===== config.mk =====
export PLATFORM = sky130hd
export DESIGN_NAME = collapsible_stage_ctrl
export DESIGN_NICKNAME = d
export VERILOG_FILES = /design/src/rtl/cstage_pkg.sv /design/src/rtl/stage_tag_decode.sv /design/src/rtl/stage_hold_reg.sv /design/src/rtl/stage_load_counter.sv /design/src/rtl/collapsible_stage_ctrl.sv
export SDC_FILE = /design/constraint.sdc
export NUM_CORES = 1
export LEC_CHECK = 0
export BUFFER_PORTS_ARGS = -buffer_cell sky130_fd_sc_hd__buf_4
export CAP_MARGIN = 10
export CELL_PAD_IN_SITES_DETAIL_PLACEMENT = 2
export CELL_PAD_IN_SITES_GLOBAL_PLACEMENT = 2
export CORE_ASPECT_RATIO = 2
export CORE_MARGIN = 2
export CORE_UTILIZATION = 31
export DETAILED_ROUTE_END_ITERATION = 16
export GPL_TIMING_DRIVEN = 0
export HOLD_SLACK_MARGIN = 0.1
export PLACE_DENSITY = 0.8
export SYNTH_ARGS = -nofsm -noshare
export SYNTH_HDL_FRONTEND = slang
export SYNTH_SLANG_ARGS = --single-unit

===== constraint.sdc =====
create_clock -name clk -period 2.84 [get_ports clk]
set_input_delay 0.71 -clock clk [delete_from_list [all_inputs] [get_ports clk]]
set_output_delay 0.71 -clock clk [all_outputs]
set_load 0.02 [all_outputs]

===== src/rtl/cstage_pkg.sv =====
package cstage_pkg;
    typedef enum logic [1:0] {
        TAG_KEEP  = 2'b00,
        TAG_MERGE = 2'b01,
        TAG_SPLIT = 2'b10,
        TAG_HOLD  = 2'b11
    } stage_tag_e;

    typedef struct packed {
        logic full;
        logic merged;
    } stage_ctrl_s;
endpackage


===== src/rtl/stage_tag_decode.sv =====
module stage_tag_decode
    import cstage_pkg::*;
(
    input  logic [1:0] tag,
    input  logic       merged,
    output logic       want_merge,
    output logic       want_split
);
    // A tag naming the current mode is reduced to keep here
    always_comb begin
        want_merge = (tag == TAG_MERGE) && !merged;
        want_split = (tag == TAG_SPLIT) &&  merged;
    end
endmodule


===== src/rtl/stage_hold_reg.sv =====
module stage_hold_reg #(
    parameter int W = 18
) (
    input  logic         clk,
    input  logic         rst_n,
    input  logic         en,
    input  logic [W-1:0] d,
    output logic [W-1:0] q
);
    logic [W-1:0] q_d, q_q;

    always_comb q_d = en ? d : q_q;

    always_ff @(posedge clk) begin
        if (!rst_n) q_q <= '0;
        else        q_q <= q_d;
    end

    assign q = q_q;
endmodule


===== src/rtl/stage_load_counter.sv =====
module stage_load_counter #(
    parameter int CNT_W = 16
) (
    input  logic             clk,
    input  logic             rst_n,
    input  logic             bump,
    output logic [CNT_W-1:0] cnt
);
    logic [CNT_W-1:0] cnt_d, cnt_q;

    always_comb cnt_d = bump ? cnt_q + 1'b1 : cnt_q;

    always_ff @(posedge clk) begin
        if (!rst_n) cnt_q <= '0;
        else        cnt_q <= cnt_d;
    end

    assign cnt = cnt_q;
endmodule


===== src/rtl/collapsible_stage_ctrl.sv =====
module collapsible_stage_ctrl
    import cstage_pkg::*;
#(
    parameter int DATA_W = 16,
    parameter int CNT_W  = 16
) (
    input  logic              clk,
    input  logic              rst_n,
    input  logic              up_req,
    input  logic [DATA_W-1:0] up_data,
    input  logic [1:0]        up_tag,
    output logic              up_ack,
    output logic              dn_req,
    output logic [DATA_W-1:0] dn_data,
    output logic [1:0]        dn_tag,
    input  logic              dn_ack,
    output logic              merged_o,
    output logic [CNT_W-1:0]  load_cnt
);
    localparam int PKT_W = DATA_W + 2;

    stage_ctrl_s ctrl_d, ctrl_q;
    logic        want_merge, want_split;
    logic        pass_path, accept, load_en;
    logic [PKT_W-1:0] held_pkt;

    stage_tag_decode u_dec (
        .tag        (up_tag),
        .merged     (ctrl_q.merged),
        .want_merge (want_merge),
        .want_split (want_split)
    );

    always_comb begin
        // Packet goes straight through instead of into the register
        pass_path = up_req && (ctrl_q.merged ? !want_split
                                             : (want_merge && !ctrl_q.full));
        if (ctrl_q.merged)
            up_ack = want_split ? 1'b1 : dn_ack;
        else if (want_merge)
            up_ack = !ctrl_q.full && dn_ack;
        else
            up_ack = !ctrl_q.full || dn_ack;

        accept  = up_req && up_ack;
        load_en = accept && !pass_path;

        dn_req  = ctrl_q.full || pass_path;
        dn_data = ctrl_q.full ? held_pkt[DATA_W-1:0] : up_data;
        dn_tag  = ctrl_q.full ? held_pkt[PKT_W-1:DATA_W] : up_tag;

        ctrl_d = ctrl_q;
        if (load_en)
            ctrl_d.full = 1'b1;
        else if (ctrl_q.full && dn_ack)
            ctrl_d.full = 1'b0;
        if (accept && !ctrl_q.merged && want_merge)
            ctrl_d.merged = 1'b1;
        else if (accept && ctrl_q.merged && want_split)
            ctrl_d.merged = 1'b0;
    end

    always_ff @(posedge clk) begin
        if (!rst_n) ctrl_q <= '0;
        else        ctrl_q <= ctrl_d;
    end

    stage_hold_reg #(.W(PKT_W)) u_hold (
        .clk   (clk),
        .rst_n (rst_n),
        .en    (load_en),
        .d     ({up_tag, up_data}),
        .q     (held_pkt)
    );

    stage_load_counter #(.CNT_W(CNT_W)) u_cnt (
        .clk   (clk),
        .rst_n (rst_n),
        .bump  (load_en),
        .cnt   (load_cnt)
    );

    assign merged_o = ctrl_q.merged;

    a_r3_stall_holds: assert property (@(posedge clk) disable iff (!rst_n)
        (dn_req && !dn_ack && !merged_o && !(up_req && up_tag == 2'b01))
        |=> (dn_req && $stable(dn_data)));

    a_r6_merged_relay: assert property (@(posedge clk) disable iff (!rst_n)
        (merged_o && !(up_req && up_tag == 2'b10))
        |-> ((up_ack == dn_ack) && (dn_req == up_req)));

    a_r7_split_restores: assert property (@(posedge clk) disable iff (!rst_n)
        (merged_o && up_req && up_tag == 2'b10)
        |-> up_ack ##1 (!merged_o && dn_req));

    a_r9_merge_waits: assert property (@(posedge clk) disable iff (!rst_n)
        (!merged_o && ctrl_q.full && up_req && up_tag == 2'b01) |-> !up_ack);

    a_r10_no_loads_merged: assert property (@(posedge clk) disable iff (!rst_n)
        (merged_o && !(up_req && up_tag == 2'b10)) |=> $stable(load_cnt));
endmodule


# Yosys cells after proc, flatten, opt, wreduce, memory -nomap -nowiden
# Cells that the tools add are included.
# totals
reg_bits,36
latch_bits,0
mem_bits_rw,0
rom_bits,0
inputBits,22
out_inout_bits,37
word_cells,37
mem_count,0
# op_classes
addsub,1
multipliers,0
div_mod_pow,0
magnitude_cmp,0
n_eq_ne,2
shifts,0
muxes,10
n_bitwise,0
reduce_logical,20
# ops
cell,count
"16-bit by 1-bit adder with 16-bit output, second input constant",1
16-bit 2-to-1 mux,1
1-bit logical AND,12
1-bit 2-to-1 mux,8
1-bit logical NOT,4
2-bit nonzero test,2
"2-bit by 1-bit equality test with 1-bit output, second input constant",1
"2-bit equality test, second input constant",1
1-bit logical OR,2
2-bit 2-to-1 mux,1

# Depth between registers and ports, before layout
# Gate-level depths: netlist of the first run.
# depth
ltp_word,9
ltp_mapped,7
mapped_depth_nobuf,6

# Cells and area by module
# Synthesis of the first run repeated with hierarchy kept, for this count alone.
# unflattened
cells_unflattened,180
area_unflattened_um2,1831.8
# modules_own_cells
mod,n_inst,cells_each,area_each_um2,seq_area_each_um2
stage_load_counter,1,83,744.5,320.3
stage_hold_reg,1,57,688.2,360.3
collapsible_stage_ctrl,1,38,377.9,40.0
stage_tag_decode,1,2,21.3,0.0

# Worst setup path before layout of the first run
# Ideal clock, no wire load.
# synth_path
kind,input -> output
startpoint,in up_tag[0]
endpoint,out up_ack
t_arrival_ns,1.487
required_time_ns,2.130
setup_slack_ns,0.643
stages,3
path_buffers,0
cell_sequence,nor2_1 o21ai_0 a21oi_1
# synth_via
elab_chain_len,4
word_cells_on_any_way,7
classes_between,eq/ne: 2; mux: 3; reduce/logical: 2
# synth_rtl
item,line_no,source
"start, declared",collapsible_stage_ctrl.sv:11,"input logic [1:0] up_tag,"
2-bit by 1-bit equality test with 1-bit output / 2-bit equality test (equally long branches),"stage_tag_decode.sv:11, stage_tag_decode.sv:12",
"1-bit logical AND, on equally long branches","stage_tag_decode.sv:11, stage_tag_decode.sv:12",
"1-bit 2-to-1 mux, on equally long branches","collapsible_stage_ctrl.sv:40, collapsible_stage_ctrl.sv:39",
1-bit 2-to-1 mux *,collapsible_stage_ctrl.sv:38,if (ctrl_q.merged)
"end, declared",collapsible_stage_ctrl.sv:12,"output logic up_ack,"
# Every way passes the cells marked *; elsewhere a longest branch is shown, timed or not.

# Worst setup path in the final report of the first run
# layout_path
startpoint,reg ctrl_q[1] (netlist bit)
endpoint,out dn_data[4]
# layout_via
elab_chain_len,1
# layout_rtl
item,line_no,source
"start, declared",collapsible_stage_ctrl.sv:22,"stage_ctrl_s ctrl_d, ctrl_q;"
"start signal, assigned",collapsible_stage_ctrl.sv:65,else ctrl_q <= ctrl_d;
16-bit 2-to-1 mux,collapsible_stage_ctrl.sv:49,dn_data = ctrl_q.full ? held_pkt[DATA_W-1:0] : up_data;
"end, declared",collapsible_stage_ctrl.sv:14,"output logic [DATA_W-1:0] dn_data,"
# No other way between the ends.

==> flow_metrics.py, run 1 <==
metrics = {
    "sta": {
        "period_share_pct": 86.0,
        "relSlewSlack_pct": 60.5,
        "worstMarginPinSlew_ps": 593,
        "fmaxAchievable_mhz": 409,
        "finalMaxSlewViolations": 0,
        "clock_skew_ps": 4.29,
        "period_minus_slack_ps": 2440,
        "hold_viol": 0,
        "rsz0062_at_grt": "no",
        "finalSetupViolCount": 0,
        "finalSetupTns_ps": 0,
        "hold_ws_ps": 454,
    },
    "placed_design": {
        "placed_area_mm2": 0.00233,
        "gp_congestion": 0.731,
        "port_buffers": 57,
        "dp_cells": 322,
        "dpl.hpwl_um": 4110,
    },
    "global_routing": {
        "grt_pass1_vias": 1876,
        "grt_overflow_total": 0,
        "antenna_found_initial": 0,
        "grt_pass1_wl_um": 8860,
        "grt_max_degree": 12,
        "grt_use_total_pct": 17.4,
    },
    "pwr": {
        "p_int_mw": 0.986,
        "power_density_mw_per_mm2": 543,
        "seqPwrFrac_pct": 40.2,
        "p_leak_nw": 1.08,
        "p_comb_share_pct": 18.3,
        "clkPwrFrac_pct": 41.4,
        "ir_drop_mv": 0.361,
        "swShare_pct": 26.9,
        "power.switching_mw": 0.362,
    },
    "synth": {
        "synth_area_leaders": "dfxtp_1 (39%), mux2_2 (11%), nand2_1 (9.2%), a21boi_0 (7.4%), and2_1 (5.5%)",
        "synthesis.nets": 227,
        "synth_cells": 204,
        "yosysTopAreaCellShare_pct": 39.4,
        "yosys.area.top_type": "dfxtp_1",
        "seq_area_frac_synth_pct": 39.4,
        "synth_edf_count": 0,
        "ys_async_sr_fraction_pct": 0,
        "ys_ff_latch": 36,
        "synth_top_flop_cell": "dfxtp_1",
        "synth_cell_types": 35,
        "syn_avg_cell_area_um2": 8.97,
        "yosysWarnings": 0,
        "syn_area_mm2": 0.00183,
    },
    "die": {
        "core_mm2": 0.00571,
        "rows": 39,
        "die_h_um": 113,
        "start_util_pct": 32.1,
        "io_pins": 59,
        "die_w_um": 58.3,
        "dieArea_mm2": 0.00657,
    },
    "final_layout": {
        "fill_cells": 648,
        "drive_gt1_share_pct": 33.1,
        "final_common_cell": "buf_4",
        "area_delta_synth_final_pct": 35.7,
        "layout_common_cells": "buf_4 (57), nand2_1 (45), dfxtp_1 (36), mux2_2 (18), a21boi_0 (18)",
        "final_nets": 291,
        "n_antenna_cell": 0,
        "instances_no_fill": 330,
        "design_area_mm2": 0.00248,
    },
    "clocking": {
        "cts-hold-fix-buffers": 0,
        "cts_root_buf": "clkbuf_16",
        "numCtsBuffers": 5,
        "cts.sinks": 36,
        "cts_tree": "done",
        "post_cts_buffers": 0,
        "ctsResizeCount": 0,
        "cts-htree-levels": 2,
        "clk_pin_slew_ps": 60,
        "clock_latency_ps": 280,
        "cts_max_path_buffers": 2,
    },
    "routing": {
        "firstDrtPassIters": 3,
        "drc": 0,
        "viasPerCell": 5.10,
        "avgRoutedWirePerCell_um": 16.2,
        "vias": 1684,
        "drtIter0Drc": 15,
        "finalWirelength_um": 5340,
        "drtAntennaViolNets": 0,
    },
    "worst_setup_path": {
        "crit_chain": "buf_1 > mux2_2 > buf_4",
        "crit_type": "reg2out",
        "arrival_ps": 1730,
        "cp-startpoint": "ctrl_q[1]$_SDFFE_PN0P_",
        "end_kind": "output port",
        "critical_path_required_ps": 2130,
        "crit_buf_inv": 2,
        "start_kind": "flip-flop",
        "regToRegSetupSlack_ps": 820,
        "crit_family": "buffers and inverters",
        "crit_fanout": 10,
        "r2r-start": "merged_o$_SDFFE_PN0P_",
        "crit_slowest_cell": "buf_1",
        "slowest_delay_ps": 490,
    },
    "run_status": {
        "outcome": "finished, final reports clean",
    },
    "hold_path": {
        "hp-start": "u_hold.q[7]$_SDFFE_PN0P_",
        "hold_path_class": "reg2reg",
    },
    "flow_run": {
        "drv_cap": 0,
    },
}
metal layers:
layer	GRT usage (%)	up-vias	part of all wire, %
li1	-	825	-
met1	16.0	821	35
met2	34.7	32	60
met3	3.80	6	4.1
met4	6.05	0	1.5
met5	0	-	0
synth_stat cells (2+ instances only):
master     n
nand2_1   45
dfxtp_1   36
a21boi_0  18
mux2_2    18
and2_1    16
xor2_1     8
nand4_1    7
xnor2_1    7
clkbuf_1   6
nor3_1     5
nand3_1    4
buf_1      3
inv_1      3
a21boi_1   2
and3_1     2
and4_1     2
buf_6      2
nor4b_1    2
o21ai_0    2
stage by stage:
| stage | power [mW] | util (%) | setup slack [ps] |
|---|---|---|---|
| 3_3_place_gp | 0.799 | 40.9 | 430 |
| 4_1_cts | 1.36 | 43.5 | 336 |
| 6_report | 1.35 | 43.5 | 397 |
| 2_1_floorplan | 0.696 | - | 643 |
| 3_5_place_dp | 0.805 | 40.9 | 388 |
| 5_1_grt | 1.41 | 43.5 | 293 |
registers in the layout, summed over array words and instances (netlist names):
name and cells:
ctrl_q 1, u_cnt.cnt 16, merged_o 1, u_hold.q 18
worst paths after layout:
path | endpoint | cells past startpoint
setup / recovery | dn_data[4] | 3
hold / removal | u_hold.q[7]$_SDFFE_PN0P_ | 2
hold reg to reg | u_hold.q[7]$_SDFFE_PN0P_ | 2
setup reg to reg | u_hold.q[14]$_SDFFE_PN0P_ | 6
area by class of cell:
type | count | area (um^2) | area share, %
buffer | 12 | 61.3 | 2.47
clock buffer | 6 | 139 | 5.59
clock inverter | 2 | 10.0 | 0.403
inverter | 3 | 11.3 | 0.453
multi-input combinational | 153 | 1040 | 41.8
sequential | 36 | 721 | 29.0
tap | 61 | 76.3 | 3.07
timing repair buffer | 57 | 428 | 17.2
cell families after synthesis:
family	after synthesis	share of synthesized area (%)
AND/OR/NAND/NOR	92	25.8
XOR/XNOR	15	7.18
AO/OA/AOI/OAI	27	12.0
buffers and inverters	15	3.96
adder cells (fa/ha/maj)	1	0.683
multiplexers	18	11.1
flip-flops	36	39.4
power groups by stage:
stage               clock, mW  combinational (mW)  sequential (mW)
finish                  0.558               0.247            0.542
global route            0.590               0.270            0.545
CTS                     0.566               0.254            0.543
detailed placement          0               0.252            0.553
global placement            0               0.247            0.552
floorplan                   0               0.143            0.553
worst reg2reg max path, stage by stage, from the launching register on:
cell and delay, ps:
dfxtp_1 370, or3b_1 500, a32oi_4 450, nor2_2 170, buf_2 220, nand2_1 90, a21boi_0 90
Power figures use the tool's default switching activity.
==> run 2, diff against run 1 <==
- SETUP_SLACK_MARGIN: not set -> 0.4
- SLEW_MARGIN: not set -> 20
==> run 2 against run 1 <==
Against the previous run: die area stayed put; largest cell class unchanged; hold slack did not move; sequential share of layout area is 0.058 points lower; critical endpoint is now up_ack; clock skew about the same; count of clock-buffer cells in the layout unchanged; sequential power is essentially flat; fmax up 1.8%; critical path depth increased by 2; register-to-register slack hardly changed.
==> flow_metrics.py, run 2 (same netlist as run 1, synthesis figures left out) <==
metrics = {
    "worst_setup_path": {
        "crit_buf_inv": 2,
        "crit_fanout": 6,
        "arrival_ps": 1690,
        "end_kind": "output port",
        "regToRegSetupSlack_ps": 810,
        "slowest_delay_ps": 500,
        "critical_path_required_ps": 2130,
        "crit_family": "simple AND/OR/NAND/NOR gates",
        "crit_chain": "buf_4 > or4bb_1 > nand2_1 > a21oi_1 > buf_4",
        "start_kind": "input pin",
        "cpMostUsedCell": "buf_4",
        "crit_slowest_cell": "or4bb_1",
        "crit_type": "in2out",
    },
    "sta": {
        "hold_viol": 0,
        "fmaxAchievable_mhz": 417,
        "rsz0062_at_grt": "no",
        "finalSetupTns_ps": 0,
        "finalMaxSlewViolations": 0,
        "worstMarginPinSlew_ps": 477,
        "relSlewSlack_pct": 68.2,
        "period_minus_slack_ps": 2400,
        "period_share_pct": 84.5,
        "finalSetupViolCount": 0,
        "clock_skew_ps": 4.30,
    },
    "placed_design": {
        "port_buffers": 57,
        "gp_congestion": 0.731,
        "placed_area_mm2": 0.00233,
        "dpl.hpwl_um": 4110,
    },
    "clocking": {
        "cts_max_path_buffers": 2,
        "post_cts_buffers": 0,
        "cts-hold-fix-buffers": 0,
        "clock_latency_ps": 280,
        "cts-htree-levels": 2,
        "numCtsBuffers": 5,
        "cts_root_buf": "clkbuf_16",
        "cts_tree": "done",
        "cts.sinks": 36,
        "clk_pin_slew_ps": 50,
    },
    "die": {
        "io_pins": 59,
        "start_util_pct": 32.1,
        "dieArea_mm2": 0.00657,
        "die_w_um": 58.3,
        "rows": 39,
        "die_h_um": 113,
        "core_mm2": 0.00571,
    },
    "flow_run": {
        "drv_cap": 0,
    },
    "final_layout": {
        "drive_gt1_share_pct": 34.2,
        "layout_common_cells": "buf_4 (57), nand2_1 (45), dfxtp_1 (36), mux2_2 (18), a21boi_0 (18)",
        "n_antenna_cell": 0,
        "largest_register_ffs": 18,
        "final_nets": 291,
        "area_delta_synth_final_pct": 36.0,
        "final_common_cell": "buf_4",
        "design_area_mm2": 0.00249,
    },
    "routing": {
        "drc": 0,
        "drtIter0Drc": 16,
        "vias": 1684,
        "finalWirelength_um": 5380,
        "avgRoutedWirePerCell_um": 16.3,
        "viasPerCell": 5.10,
        "drtAntennaViolNets": 0,
        "firstDrtPassIters": 3,
    },
    "global_routing": {
        "antenna_found_initial": 0,
        "grt_pass1_vias": 1883,
        "grt_use_total_pct": 17.6,
        "grt_max_degree": 12,
        "grt_overflow_total": 0,
        "grt_pass1_wl_um": 8930,
    },
    "pwr": {
        "ir_drop_mv": 0.361,
        "p_leak_nw": 1.09,
        "power_density_mw_per_mm2": 542,
    },
    "run_status": {
        "outcome": "finished, final reports clean",
    },
    "hold_path": {
        "hold_path_class": "reg2reg",
    },
}
## run 2: cell count changes in the layout (fill, tap and decap cells not counted)
cell,delta
buf_1,-2
buf_2,+2
nor2_1,-1
nor2_2,+1
## run 2: where the power goes
group	switching [mW]	total [mW]	leakage, nW	internal [mW]
Clock	0.212	0.558	0.0766	0.346
Combinational	0.135	0.248	0.719	0.114
Sequential	0.0154	0.542	0.293	0.527
Total	0.363	1.35	1.09	0.986
## run 2: layout make-up
class	instances	area [um^2]
plain buffers	12	63.8
multi-input cells	153	1040
inverters	3	11.3
clock buffers	6	139
clock inverters	2	10.0
fillers	646	3220
flip-flops and latches	36	721
repair buffers	57	428
well taps	61	76.3
## run 2: path summary, 6_finish.rpt
check	endpoint	cells after the start	start
setup / recovery	up_ack	5	up_tag[1]
hold / removal	u_hold.q[7]$_SDFFE_PN0P_	2	u_hold.q[7]$_SDFFE_PN0P_
setup reg to reg	u_hold.q[14]$_SDFFE_PN0P_	6	merged_o$_SDFFE_PN0P_
hold reg to reg	u_hold.q[7]$_SDFFE_PN0P_	2	u_hold.q[7]$_SDFFE_PN0P_
## run 2: worst register-to-register path: stages (launching register included)
cell      delay [ps]
dfxtp_1          380
or3b_1           500
a32oi_4          450
nor2_2           170
buf_2            220
nand2_1           90
a21boi_0          90
## run 2: metrics by stage
stage	hold slack [ps]	setup WS, ps	utilization [%]	total power, mW	instances
CTS	462	405	43.6	1.36	330
global placement	439	430	40.9	0.799	322
detailed placement	455	388	40.9	0.805	322
global route	480	401	43.6	1.41	330
finish	454	441	43.6	1.35	330
floorplan	432	643	-	0.696	204
## run 2: routing by layer
layer | wire, um | GRT usage, %
met4 | 82 | 6.05
met5 | 0 | 0
met1 | 1880 | 16.2
met3 | 199 | 3.57
met2 | 3210 | 35.3
## run 2: what timing repair did
| action | CTS | global route |
|---|---|---|
| hold endpoints to repair | 0 | 0 |
| resized for setup | 3 | 0 |
| endpoints found under the setup margin | 18 | 1 |
| pin swaps | 0 | 1 |
